`src/rtl/uarttx_pkg.sv`:
```
package uarttx_pkg;

    localparam int WORD_MAX  = 9;
    localparam int BRK_BASE  = 10;
    localparam int LIN_EXTRA = 3;

    typedef enum logic [2:0] {
        ST_IDLE,
        ST_START,
        ST_DATA,
        ST_STOP,
        ST_BREAK,
        ST_GUARD
    } tx_state_e;

    function automatic int brk_bits(input logic lin, input logic w9);
        return BRK_BASE + (w9 ? 1 : 0) + (lin ? LIN_EXTRA : 0);
    endfunction

    function automatic int data_bits(input logic w9);
        return w9 ? WORD_MAX : WORD_MAX - 1;
    endfunction

endpackage

```
`src/rtl/txb_holdbuf.sv`:
```
module txb_holdbuf #(
    parameter int W = 9
) (
    input  logic         clk,
    input  logic         rst,
    input  logic         push,
    input  logic [W-1:0] push_data,
    input  logic         pop,
    output logic         vld,
    output logic [W-1:0] data
);
    logic         vld_q;
    logic [W-1:0] dat_q;

    always_ff @(posedge clk) begin
        if (rst) begin
            vld_q <= 1'b0;
            dat_q <= '0;
        end else if (push && !vld_q) begin
            vld_q <= 1'b1;
            dat_q <= push_data;
        end else if (pop) begin
            vld_q <= 1'b0;
        end
    end

    assign vld  = vld_q;
    assign data = dat_q;
endmodule

```
`src/rtl/txb_brkreq.sv`:
```
module txb_brkreq (
    input  logic clk,
    input  logic rst,
    input  logic req,
    input  logic take,
    output logic want
);
    logic prev_q;
    logic pend_q;
    logic fall;

    // a release seen this cycle counts at once, so a boundary on the same edge is not missed
    assign fall = prev_q && !req;
    assign want = req || pend_q || fall;

    always_ff @(posedge clk) begin
        if (rst) begin
            prev_q <= 1'b0;
            pend_q <= 1'b0;
        end else begin
            prev_q <= req;
            if (take)
                pend_q <= 1'b0;
            else if (fall)
                pend_q <= 1'b1;
        end
    end
endmodule

```
`src/rtl/txb_serializer.sv`:
```
module txb_serializer
    import uarttx_pkg::*;
#(
    parameter int W = WORD_MAX
) (
    input  logic         clk,
    input  logic         rst,
    input  logic         tick,
    input  logic         buf_vld,
    input  logic [W-1:0] buf_data,
    input  logic         word9,
    input  logic         lin,
    input  logic         brk_want,
    output logic         buf_pop,
    output logic         brk_take,
    output logic         tx,
    output tx_state_e    state,
    output logic [$clog2(W)-1:0] bit_idx
);
    localparam int BRK_MAX = brk_bits(1'b1, 1'b1);
    localparam int CNT_W   = $clog2(BRK_MAX);
    localparam int IDX_W   = $clog2(W);

    tx_state_e        st_q;
    logic [CNT_W-1:0] cnt_q;
    logic [IDX_W-1:0] idx_q;
    logic [IDX_W-1:0] last_q;
    logic [W-1:0]     sh_q;
    logic             boundary;

    assign boundary = (st_q == ST_IDLE) || (st_q == ST_STOP) || (st_q == ST_GUARD);
    assign brk_take = tick && boundary && brk_want;
    assign buf_pop  = tick && boundary && !brk_want && buf_vld;

    always_ff @(posedge clk) begin
        if (rst) begin
            st_q   <= ST_IDLE;
            cnt_q  <= '0;
            idx_q  <= '0;
            last_q <= '0;
            sh_q   <= '0;
        end else if (tick) begin
            case (st_q)
                ST_IDLE, ST_STOP, ST_GUARD: begin
                    if (brk_want) begin
                        st_q  <= ST_BREAK;
                        cnt_q <= CNT_W'(brk_bits(lin, word9) - 1);
                    end else if (buf_vld) begin
                        st_q   <= ST_START;
                        sh_q   <= buf_data;
                        last_q <= IDX_W'(data_bits(word9) - 1);
                    end else begin
                        st_q <= ST_IDLE;
                    end
                end
                ST_START: begin
                    st_q  <= ST_DATA;
                    idx_q <= '0;
                end
                ST_DATA: begin
                    sh_q <= {1'b0, sh_q[W-1:1]};
                    if (idx_q == last_q)
                        st_q <= ST_STOP;
                    else
                        idx_q <= idx_q + 1'b1;
                end
                ST_BREAK: begin
                    if (cnt_q == '0)
                        st_q <= ST_GUARD;
                    else
                        cnt_q <= cnt_q - 1'b1;
                end
                default: st_q <= ST_IDLE;
            endcase
        end
    end

    always_comb begin
        case (st_q)
            ST_START, ST_BREAK: tx = 1'b0;
            ST_DATA:            tx = sh_q[0];
            default:            tx = 1'b1;
        endcase
    end

    assign state   = st_q;
    assign bit_idx = idx_q;
endmodule

```
`src/rtl/txb_clkgen.sv`:
```
module txb_clkgen
    import uarttx_pkg::*;
#(
    parameter int IDX_W = 4
) (
    input  logic             en,
    input  logic             idle_hi,
    input  tx_state_e        state,
    input  logic [IDX_W-1:0] bit_idx,
    output logic             sclk
);
    logic active_half;

    assign active_half = (state == ST_DATA) && !bit_idx[0];
    assign sclk        = en && (idle_hi ^ active_half);
endmodule

```
`src/rtl/uart_brk_tx.sv`:
```
module uart_brk_tx
    import uarttx_pkg::*;
#(
    parameter int DATA_W = WORD_MAX
) (
    input  logic              clk,
    input  logic              rst,
    input  logic              bit_tick,
    input  logic              wr_en,
    input  logic [DATA_W-1:0] wr_data,
    input  logic              word9,
    input  logic              lin_mode,
    input  logic              brk_req,
    input  logic              sclk_en,
    input  logic              sclk_idle_hi,
    output logic              tx_out,
    output logic              ser_clk,
    output logic              tx_ready
);
    localparam int IDX_W = $clog2(DATA_W);

    logic              buf_vld;
    logic [DATA_W-1:0] buf_data;
    logic              buf_pop;
    logic              brk_want;
    logic              brk_take;
    tx_state_e         st_w;
    logic [IDX_W-1:0]  idx_w;

    txb_holdbuf #(.W(DATA_W)) i_buf (
        .clk       (clk),
        .rst       (rst),
        .push      (wr_en),
        .push_data (wr_data),
        .pop       (buf_pop),
        .vld       (buf_vld),
        .data      (buf_data)
    );

    txb_brkreq i_brk (
        .clk  (clk),
        .rst  (rst),
        .req  (brk_req),
        .take (brk_take),
        .want (brk_want)
    );

    txb_serializer #(.W(DATA_W)) i_ser (
        .clk      (clk),
        .rst      (rst),
        .tick     (bit_tick),
        .buf_vld  (buf_vld),
        .buf_data (buf_data),
        .word9    (word9),
        .lin      (lin_mode),
        .brk_want (brk_want),
        .buf_pop  (buf_pop),
        .brk_take (brk_take),
        .tx       (tx_out),
        .state    (st_w),
        .bit_idx  (idx_w)
    );

    txb_clkgen #(.IDX_W(IDX_W)) i_clk (
        .en      (sclk_en),
        .idle_hi (sclk_idle_hi),
        .state   (st_w),
        .bit_idx (idx_w),
        .sclk    (ser_clk)
    );

    assign tx_ready = !buf_vld;
endmodule

```
`config.mk`:
```
export PLATFORM = sky130hd
export DESIGN_NAME = uart_brk_tx
export DESIGN_NICKNAME = d
export VERILOG_FILES = /design/src/rtl/uarttx_pkg.sv /design/src/rtl/txb_holdbuf.sv /design/src/rtl/txb_brkreq.sv /design/src/rtl/txb_serializer.sv /design/src/rtl/txb_clkgen.sv /design/src/rtl/uart_brk_tx.sv
export SDC_FILE = /design/constraint.sdc
export NUM_CORES = 1
export LEC_CHECK = 0
export BUFFER_PORTS_ARGS = -buffer_cell sky130_fd_sc_hd__buf_2
export CAP_MARGIN = 20
export CORE_MARGIN = 2
export CORE_UTILIZATION = 34
export CTS_CLUSTER_SIZE = 25
export DETAILED_ROUTE_END_ITERATION = 7
export SLEW_MARGIN = 40
export SYNTH_ARGS = -nofsm -noshare
export SYNTH_HDL_FRONTEND = slang
export SYNTH_SLANG_ARGS = --single-unit
export TNS_END_PERCENT = 5
```
`constraint.sdc`:
```
create_clock -name clk -period 4.2 [get_ports clk]
set_input_delay 1.05 -clock clk [delete_from_list [all_inputs] [get_ports clk]]
set_output_delay 1.05 -clock clk [all_outputs]
set_load 0.01 [all_outputs]
```
==> flow_metrics.env <==
export IMPL_crit_buf_inv=1
export IMPL_clkLatencyLatePin_ps=290
export IMPL_slew_violations=0
export IMPL_gp_congestion=0.771
export IMPL_yosys_warnings=0
export IMPL_synth_adder_area_share_pct=2.95
export IMPL_synth_top_family_by_area="simple AND/OR/NAND/NOR gates"
export IMPL_postCtsSetupBuffers=0
export IMPL_grt_pass1_wl_mm=6.04
export IMPL_cts_htree_levels=2
export IMPL_p_leak_nw=0.708
export IMPL_hold_buffers=0
export IMPL_status="finished, final reports clean"
export IMPL_synth_compound_area_share_pct=20.2
export IMPL_antenna_left=0
export IMPL_die_w_um=74.6
export IMPL_cp_cell_sequence="nor2b_1 -> nand2_1 -> or3_1 -> a21boi_0 -> buf_2"
export IMPL_place_ws_ps=1360
export IMPL_cts_path_max_buffers=2
export IMPL_ioPinCount=21
export IMPL_hold_path_cell_count=2
export IMPL_synthSimpleGateAreaFrac_pct=27.9
export IMPL_async_flop_share_pct=0
export IMPL_port_buffer_count=20
export IMPL_die_h_um=74.6
export IMPL_initial_core_util_pct=35.6
export IMPL_synthMuxAreaShare_pct=1.18
export IMPL_hp_class="reg2reg"
export IMPL_path_max_fanout=13
export IMPL_grt_usage_pct=14.1
export IMPL_startpoint_type="flip-flop"
export IMPL_layout_setup_ws_ps=1130
export IMPL_seq_area_frac_synth_pct=40.2
export IMPL_hold_violations=0
export IMPL_drive_gt1_share_pct=15.4
export IMPL_vdd_drop_max_mv=0.237
export IMPL_cts_tree="done"
export IMPL_instances_no_fill=294
export IMPL_viasPerCell=4.94
export IMPL_nets=248
export IMPL_firstDrtPassIters=4
export IMPL_first_global_vias=1363
export IMPL_diodes=0
export IMPL_totalNegativeSetupSlack_ps=0
export IMPL_fin_crit_ps=3070
export IMPL_path_clk_slew_ps=80
export IMPL_synth_flop_cell="dfxtp_1"
export IMPL_clock_sinks=34
export IMPL_cts_root_buf="clkbuf_8"
export IMPL_grt_max_degree=34
export IMPL_max_freq_mhz=326
export IMPL_r2r_cells=5
export IMPL_syn_inst=211
export IMPL_wl_mm=3.35
export IMPL_syn_area_um2=1690
export IMPL_critical_path_max_stage_delay_ps=520
export IMPL_fp_dieArea_um2=5560
export IMPL_finalClockSkew_ps=7.32
export IMPL_synth_seq_cells=34
export IMPL_ys_types=45
export IMPL_place_inst=286
export IMPL_drc=0
export IMPL_area_growth_pct=13.3
export IMPL_drt_iter0_drc=83
export IMPL_via_count=1452
export IMPL_arrival_ps=2020
export IMPL_finalCritPeriodShare_pct=73.1
export IMPL_maxCapViolCount=0
export IMPL_antenna_found_initial=0
export IMPL_row_count=25
export IMPL_synth_edf_count=0
export IMPL_cts_made_buffers=5
export IMPL_core_area_um2=4750
export IMPL_post_cts_resized=0
export IMPL_crit_type="reg2out"
export IMPL_cp_slowest_cell="dfxtp_1"
export IMPL_syn_nets=233
export IMPL_syn_area_per_cell_um2=8.03
export IMPL_hpwlAfterDp_mm=2.35
export IMPL_endpoint_kind="output pin"
export IMPL_setup_viol=0
export IMPL_synthXorXnorAreaFrac_pct=1.03
export IMPL_crit_cells=5
export IMPL_power_density_nw_per_um2=415
export IMPL_grt_ovfl_total=0
export IMPL_tightest_slew_ps=653
export IMPL_crit_family="simple AND/OR/NAND/NOR gates"
export IMPL_slew_headroom_pct=56.4
export IMPL_cp_required_ps=3150
export IMPL_wl_per_cell_um=11.4
export IMPL_rsz0062_at_grt="false"
==> report_power, final <==
group / internal, mW / switching [mW]
logic: 0.0564 / 0.0716
registers: 0.345 / 0.0213
clock network: 0.176 / 0.125
==> cells by family after synthesis <==
group,Yosys count
AOI/OAI and AO/OA,51
muxes,2
buffers and inverters,22
and+or+nand+nor,96
xor gates and xnor gates,2
DFF,34
adders and majority gates,4
==> tightest hold or removal path, stage by stage, from the launching register on <==
cell,delay (ps)
dfxtp_1,310
nand2_1,50
a21oi_1,50
==> placed cells by master, fill, tap and decap left out, drive strengths merged, types with 3 or more instances in the layout <==
| cell type | count |
|---|---|
| nand2 | 41 |
| dfxtp | 34 |
| buf | 20 |
| nor2 | 19 |
| a21oi | 17 |
| inv | 10 |
| a311oi | 9 |
| o21ai | 8 |
| nor2b | 5 |
| or3 | 5 |
| clkbuf | 5 |
| nand2b | 4 |
| nand3 | 4 |
| ha | 4 |
| nor3 | 4 |
| a211oi | 3 |
==> path summary, 6_finish.rpt <==
kind             startpoint              to  slack (ps)
max reg2reg  i_ser.state[2]  i_ser.cnt_q[0]        2190
max          i_ser.state[1]         ser_clk        1130
min reg2reg   i_buf.data[0]   i_buf.data[0]         460
min           i_buf.data[0]   i_buf.data[0]         460
==> flip-flops by register name (all words and copies together) (netlist names) <==
| name | cells |
|---|---|
| i_brk.pend_q | 1 |
| i_brk.prev_q | 1 |
| i_buf.data | 9 |
| i_buf.vld | 1 |
| i_ser.bit_idx | 4 |
| i_ser.cnt_q | 4 |
| i_ser.last_q | 2 |
| i_ser.sh_q | 9 |
| i_ser.state | 3 |
==> layer usage <==
metal | routed length (um) | track usage (%) | vias to the layer above | share of wire [%]
met5 | 0 | 0 | - | 0
met4 | 70 | 6.94 | 0 | 2.1
met3 | 110 | 3.66 | 6 | 3.3
met2 | 1430 | 20.5 | 26 | 43
met1 | 1740 | 19.5 | 650 | 52
li1 | - | - | 770 | -
==> layout make-up <==
class	count	area [um^2]
repair buffers	20	100
multi-input cells	155	903
clock buffers	5	68.8
clock inverters	3	45.0
inverters	10	37.5
fillers	519	2840
flip-flops and latches	34	681
well taps	67	83.8
==> metrics by stage <==
| step | util [%] | hold WS (ps) | power (mW) | area (um^2) |
|---|---|---|---|---|
| 2_1_floorplan | - | 437 | 0.472 | 1690 |
| 3_3_place_gp | 38.0 | 444 | 0.501 | 1810 |
| 3_5_place_dp | 38.0 | 447 | 0.502 | 1810 |
| 4_1_cts | 40.4 | 458 | 0.805 | 1920 |
| 5_1_grt | 40.4 | 489 | 0.838 | 1920 |
| 6_report | 40.4 | 457 | 0.796 | 1920 |
==> Yosys cell counts, types with 2 or more instances <==
| cell | number | share of area [%] |
|---|---|---|
| dfxtp_1 | 34 | 40 |
| or4_1 | 2 | 0.89 |
| a211oi_1 | 3 | 1.3 |
| nand3b_1 | 2 | 0.89 |
| ha_1 | 4 | 3.0 |
| o21ai_0 | 8 | 2.4 |
| or3_1 | 5 | 1.8 |
| clkbuf_1 | 7 | 1.6 |
| buf_2 | 3 | 0.89 |
| inv_1 | 10 | 2.2 |
| nand3_1 | 4 | 1.2 |
| a32o_1 | 2 | 1.2 |
| nor2_1 | 18 | 4.0 |
| a31oi_1 | 2 | 0.74 |
| o211ai_1 | 2 | 0.89 |
| nor4_1 | 2 | 0.74 |
| nand2_1 | 41 | 9.1 |
| mux2i_1 | 2 | 1.2 |
| nand2b_1 | 4 | 1.5 |
| a311oi_1 | 8 | 4.1 |
| nor2b_1 | 5 | 1.8 |
| nor3_1 | 3 | 0.89 |
| nand4_1 | 2 | 0.74 |
| a21oi_1 | 17 | 5.0 |
Note: power is estimated with default switching activity, not from simulation.
